**src/rtl/uirq_pkg.sv**
```systemverilog
package uirq_pkg;

    localparam int unsigned SRC_COUNT = 13;
    localparam int unsigned OFS_W     = 8;

    // Byte offsets of the register port
    localparam logic [OFS_W-1:0] OFS_MASK_SET  = 8'h08;
    localparam logic [OFS_W-1:0] OFS_MASK_CLR  = 8'h0C;
    localparam logic [OFS_W-1:0] OFS_MASK_VIEW = 8'h10;
    localparam logic [OFS_W-1:0] OFS_STATUS    = 8'h14;

    // Source bit positions (software decodes these)
    typedef enum int unsigned {
        SRC_RX_THRESH   = 0,
        SRC_RX_EMPTY    = 1,
        SRC_RX_FULL     = 2,
        SRC_TX_EMPTY    = 3,
        SRC_TX_FULL     = 4,
        SRC_RX_OVERFLOW = 5,
        SRC_FRAME_ERR   = 6,
        SRC_PARITY_ERR  = 7,
        SRC_RX_IDLE_TO  = 8,
        SRC_LINE_CHANGE = 9,
        SRC_TX_THRESH   = 10,
        SRC_TX_ALMOST   = 11,
        SRC_TX_OVERFLOW = 12
    } src_bit_e;

endpackage

```
**src/rtl/uirq_mask_reg.sv**
```systemverilog
module uirq_mask_reg #(
    parameter int unsigned NUM_SRC = 13
) (
    input  logic               clk,
    input  logic               rst_n,
    input  logic               set_we,
    input  logic               clr_we,
    input  logic [NUM_SRC-1:0] wr_bits,
    output logic [NUM_SRC-1:0] mask_o
);

    typedef struct packed {
        logic [NUM_SRC-1:0] en;
    } mask_state_t;

    mask_state_t state_d, state_q;

    always_comb begin
        state_d = state_q;
        if (set_we) begin
            state_d.en = state_q.en | wr_bits;
        end else if (clr_we) begin
            state_d.en = state_q.en & ~wr_bits;
        end
    end

    always_ff @(posedge clk or negedge rst_n) begin
        if (!rst_n) begin
            state_q <= '0;
        end else begin
            state_q <= state_d;
        end
    end

    assign mask_o = state_q.en;

    AST_MASK_SET: assert property (@(posedge clk) disable iff (!rst_n)
        set_we |=> ((mask_o & $past(wr_bits)) == $past(wr_bits)));

    AST_MASK_CLR: assert property (@(posedge clk) disable iff (!rst_n)
        clr_we |=> ((mask_o & $past(wr_bits)) == '0));

    AST_MASK_HOLD: assert property (@(posedge clk) disable iff (!rst_n)
        (!set_we && !clr_we) |=> $stable(mask_o));

    AST_MASK_ZERO_BITS: assert property (@(posedge clk) disable iff (!rst_n)
        (set_we || clr_we) |=> ((($past(mask_o) ^ mask_o) & ~$past(wr_bits)) == '0));

endmodule

```
**src/rtl/uirq_status_reg.sv**
```systemverilog
module uirq_status_reg #(
    parameter int unsigned NUM_SRC = 13
) (
    input  logic               clk,
    input  logic               rst_n,
    input  logic [NUM_SRC-1:0] evt_i,
    input  logic               clr_we,
    input  logic [NUM_SRC-1:0] clr_bits,
    output logic [NUM_SRC-1:0] stat_o
);

    typedef struct packed {
        logic [NUM_SRC-1:0] flag;
    } stat_state_t;

    stat_state_t state_d, state_q;
    logic [NUM_SRC-1:0] clr_eff;

    // Per-bit next value: a clear request loses to an event in the same cycle
    for (genvar b = 0; b < NUM_SRC; b++) begin : g_bit
        assign clr_eff[b] = clr_we & clr_bits[b];
    end

    always_comb begin
        state_d      = state_q;
        state_d.flag = (state_q.flag & ~clr_eff) | evt_i;
    end

    always_ff @(posedge clk or negedge rst_n) begin
        if (!rst_n) begin
            state_q <= '0;
        end else begin
            state_q <= state_d;
        end
    end

    assign stat_o = state_q.flag;

    AST_EVT_SETS: assert property (@(posedge clk) disable iff (!rst_n)
        1'b1 |=> (($past(evt_i) & ~stat_o) == '0));

    AST_STICKY: assert property (@(posedge clk) disable iff (!rst_n)
        !clr_we |=> (($past(stat_o) & ~stat_o) == '0));

    AST_W1C: assert property (@(posedge clk) disable iff (!rst_n)
        clr_we |=> ((stat_o & $past(clr_bits) & ~$past(evt_i)) == '0));

endmodule

```
**src/rtl/uirq_irq_out.sv**
```systemverilog
module uirq_irq_out #(
    parameter int unsigned NUM_SRC = 13
) (
    input  logic               clk,
    input  logic               rst_n,
    input  logic [NUM_SRC-1:0] stat_i,
    input  logic [NUM_SRC-1:0] mask_i,
    output logic               irq_o
);

    typedef struct packed {
        logic req;
    } irq_state_t;

    irq_state_t state_d, state_q;

    always_comb begin
        state_d     = state_q;
        state_d.req = |(stat_i & mask_i);
    end

    always_ff @(posedge clk or negedge rst_n) begin
        if (!rst_n) begin
            state_q <= '0;
        end else begin
            state_q <= state_d;
        end
    end

    assign irq_o = state_q.req;

    AST_IRQ_FOLLOWS: assert property (@(posedge clk) disable iff (!rst_n)
        1'b1 |=> (irq_o == $past(|(stat_i & mask_i))));

    AST_IRQ_QUIET: assert property (@(posedge clk) disable iff (!rst_n)
        ((stat_i & mask_i) == '0) |=> !irq_o);

endmodule

```
**src/rtl/uirq_ctrl.sv**
```systemverilog
module uirq_ctrl
    import uirq_pkg::*;
#(
    parameter int unsigned NUM_SRC = SRC_COUNT,
    parameter int unsigned ADDR_W  = OFS_W,
    parameter int unsigned DATA_W  = 32
) (
    input  logic               clk,
    input  logic               rst_n,
    input  logic               reg_we,
    input  logic [ADDR_W-1:0]  reg_addr,
    input  logic [DATA_W-1:0]  reg_wdata,
    output logic [DATA_W-1:0]  reg_rdata,
    input  logic [NUM_SRC-1:0] evt_pulse,
    output logic               irq_out
);

    localparam int unsigned PAD_W = DATA_W - NUM_SRC;

    logic               hit_set, hit_clr, hit_view, hit_stat;
    logic               set_we, clr_we, stat_clr_we;
    logic [NUM_SRC-1:0] wr_bits;
    logic [NUM_SRC-1:0] mask_q;
    logic [NUM_SRC-1:0] stat_q;
    logic               unused_wdata_hi;

    assign hit_set  = (reg_addr == ADDR_W'(OFS_MASK_SET));
    assign hit_clr  = (reg_addr == ADDR_W'(OFS_MASK_CLR));
    assign hit_view = (reg_addr == ADDR_W'(OFS_MASK_VIEW));
    assign hit_stat = (reg_addr == ADDR_W'(OFS_STATUS));

    assign set_we      = reg_we & hit_set;
    assign clr_we      = reg_we & hit_clr;
    assign stat_clr_we = reg_we & hit_stat;

    assign wr_bits         = reg_wdata[NUM_SRC-1:0];
    assign unused_wdata_hi = ^reg_wdata[DATA_W-1:NUM_SRC];

    uirq_mask_reg #(.NUM_SRC(NUM_SRC)) u_mask (
        .clk     (clk),
        .rst_n   (rst_n),
        .set_we  (set_we),
        .clr_we  (clr_we),
        .wr_bits (wr_bits),
        .mask_o  (mask_q)
    );

    uirq_status_reg #(.NUM_SRC(NUM_SRC)) u_status (
        .clk      (clk),
        .rst_n    (rst_n),
        .evt_i    (evt_pulse),
        .clr_we   (stat_clr_we),
        .clr_bits (wr_bits),
        .stat_o   (stat_q)
    );

    uirq_irq_out #(.NUM_SRC(NUM_SRC)) u_irq (
        .clk    (clk),
        .rst_n  (rst_n),
        .stat_i (stat_q),
        .mask_i (mask_q),
        .irq_o  (irq_out)
    );

    always_comb begin
        reg_rdata = '0;
        if (hit_view) begin
            reg_rdata = {{PAD_W{1'b0}}, mask_q};
        end else if (hit_stat) begin
            reg_rdata = {{PAD_W{1'b0}}, stat_q};
        end
    end

    AST_DECODE_ONEHOT: assert property (@(posedge clk) disable iff (!rst_n)
        $onehot0({set_we, clr_we, stat_clr_we}));

    AST_UPPER_ZERO: assert property (@(posedge clk) disable iff (!rst_n)
        reg_rdata[DATA_W-1:NUM_SRC] == '0);

endmodule

```
**config.mk**
```make
export PLATFORM = sky130hd
export DESIGN_NAME = uirq_ctrl
export DESIGN_NICKNAME = d
export VERILOG_FILES = /design/src/rtl/uirq_pkg.sv /design/src/rtl/uirq_mask_reg.sv /design/src/rtl/uirq_status_reg.sv /design/src/rtl/uirq_irq_out.sv /design/src/rtl/uirq_ctrl.sv
export SDC_FILE = /design/constraint.sdc
export NUM_CORES = 1
export LEC_CHECK = 0
export ABC_AREA = 1
export ABC_CLOCK_PERIOD_IN_PS = 1500
export BUFFER_PORTS_ARGS = -buffer_cell sky130_fd_sc_hd__buf_4
export CAP_MARGIN = 30
export CORE_MARGIN = 2
export CORE_UTILIZATION = 45
export DETAILED_ROUTE_END_ITERATION = 6
export PLACE_DENSITY_LB_ADDON = 0.3
export SYNTH_ARGS = -nofsm -noshare
export SYNTH_HDL_FRONTEND = slang
export SYNTH_SLANG_ARGS = --single-unit
```
**constraint.sdc**
```tcl
create_clock -name clk -period 1.5 [get_ports clk]
set_clock_uncertainty 0.05 [all_clocks]
set_input_delay 0.3 -clock clk [delete_from_list [all_inputs] [get_ports clk]]
set_output_delay 0.3 -clock clk [all_outputs]
set_load 0.03 [all_outputs]
```
==> impl_metrics.tcl <==
set metrics [dict create \
    wire_per_inst_um 12.6 \
    synth_top_flop_cell "dfrtp_1" \
    boundaryPins 89 \
    cts-root-buf "clkbuf_8" \
    p_leak_nw 1.32 \
    drtPass1Iterations 4 \
    status "finished with violations" \
    placed_area_um2 2170 \
    grt_start_max_net_pins 28 \
    core-area_um2 3690 \
    htreeDepth 1 \
    synth_cells 238 \
    final_area_um2 2470 \
    dieArea_um2 4360 \
    numCtsBuffers 3 \
    drc 0 \
    overflow 0 \
    dr_wl_met2_um 2350 \
    synth_most_common_cell "nand2_1" \
    drt-met1-wl_um 1830 \
    ys_seq_area_share_pct 39.0 \
    period_minus_slack_ps 1590 \
    drive_above_1_share_pct 42.1 \
    min_period_over_period_pct 106 \
    grt_pass1_vias 1586 \
    synth_seq_cells 27 \
    synth_warnings 0 \
    wl_um 4440 \
    clockBufferDepth 2 \
    antenna_found_initial 0 \
    arrival_ps 1240 \
    chipHeight_um 66.1 \
    synth_top_cell_by_area "dfrtp_1" \
    fin_ws_ps -94.6 \
    ir_drop_mv 0.554 \
    rsz0062_at_grt "yes" \
    final_cells 352 \
    die_x_um 66.1 \
    via_count 1736 \
    port_buffers 50 \
    fmax_ghz 0.627 \
    drt-initial-drc-count 128 \
    postRouteAntennaNets 0 \
    syn_to_final_growth_pct 42.3 \
    yosys-top-cells-count "95 x nand2_1, 32 x nand3_1, 27 x dfrtp_1, 23 x buf_4, 18 x inv_1" \
    antennaDiodeCount 0 \
    hold_class "input port to register" \
    cts_sinks 27 \
    rows 22 \
    hold_viol_final 0 \
    synth.distinct_cells 19 \
    violations "negative setup slack" \
    vias_per_cell 4.93 \
    ys_async_sr_fraction_pct 100 \
    start_util_pct 47.0 \
    setup.worst_path.class "input port to output pin" \
    clk_pin_slew_worst_paths_ps 90 \
    nets 361 \
    setup.worst_path.end_class "output pin" \
    gp_congestion 0.775 \
    required_ps 1150 \
    avgSynthCellArea_um2 7.28 \
    startpoint_type "input port" \
    cts_tree "done" \
    setup_viol 13 \
    synth_edf_count 0 \
    yosys-top-cells-area "dfrtp_1 39%, nand2_1 21%, buf_4 10%" \
    place.detailed.hpwl_um 2920 \
    grt_pass1_wl_um 6840 \
    grtUsageTotal_pct 20.2 \
    slew_violations 0 \
    dp.cells 340 \
    drv_cap 0 \
    synth.cell_area_um2 1730 \
    powerDensity_nw_per_um2 624 \
    cp_max_fo 7 \
    top_layer_used "met4" \
    wl_met3_um 175 \
    worstSkewPairLatency_ps 270 \
    yosysTopAreaCellShare_pct 39.0 \
    finalPower_mw 1.54 \
]
[metal layers]
metal / vias up / global-route usage (%)
li1: 843 / -
met1: 823 / 25.2
met2: 62 / 36.5
met3: 8 / 3.24
met4: 0 / 4.85
met5: - / 0
[layout make-up]
cell class	count	area [um2]
clock buffers	3	41.3
clock inverters	1	5.00
fillers	313	1220
inverters	19	76.3
multi-input cells	182	953
flip-flops and latches	27	676
well taps	48	60.1
repair buffers	72	654
[through the flow]
step	TNS (ps)	utilization (%)	hold slack [ps]	setup slack, ps
global route	-1490	66.9	150	-135
CTS	-889	64.2	148	-84.3
global placement	-1260	58.8	187	-128
detailed placement	-1420	58.8	186	-155
floorplan	0	-	-45.6	25.2
finish	-766	66.9	153	-94.6
[path summary, 6_finish.rpt]
check / cells after the start / from / slack (ps) / end
worst max-delay path: 8 / reg_addr[2] / -90 / reg_rdata[0]
worst min-delay path: 3 / evt_pulse[5] / 150 / u_status.stat_o[5]
worst max register to register: 4 / register / 520 / u_irq.irq_o
worst min register to register: 2 / register / 460 / register
max in group asynchronous: 2 / rst_n / 720 / asynchronous set/reset pin
min in group asynchronous: 2 / rst_n / 410 / u_status.stat_o[6]
[cell families (layout without fill, tap and decap cells)]
family	after synthesis	in the layout	synth area share [%]
flip-flops	27	27	39.0
AND/OR/NAND/NOR	161	161	43.9
AO/OA/AOI/OAI	2	2	0.578
buffers and inverters	47	95	16.3
other	1	19	0.216
[critical path: stages]
cell and delay, ps:
buf_8 100, nor2_4 100, nand3_2 110, nor3_4 170, buf_6 180, nand2_2 80, nand2_2 70, buf_6 120
[power by group]
group          internal [mW]  leakage, nW  switching, mW  total, mW
clock                  0.186       0.0255          0.226      0.413
sequential             0.753        0.305         0.0187      0.772
combinational          0.140        0.988          0.213      0.353
total                   1.08         1.32          0.458       1.54
[timing repair]
item	in CTS	in global routing
hold buffers	1	0
pin swaps	8	11
resized for setup	33	22
setup endpoints to repair	13	13
setup buffers	4	3
hold endpoints to repair	27	0
[placed cells by master, fill, tap and decap left out, drive strengths merged]
cell type,netlist,routed
nor3,3,3
conb,1,19
buf,27,71
and2,1,1
clkbuf,1,3
a21oi,2,2
dlygate4sd3,0,1
dfrtp,27,27
nand4,13,13
nor2,5,5
clkinv,0,1
inv,19,19
nand2,107,107
nand3,32,32
Note: power is estimated with default switching activity, not from simulation.
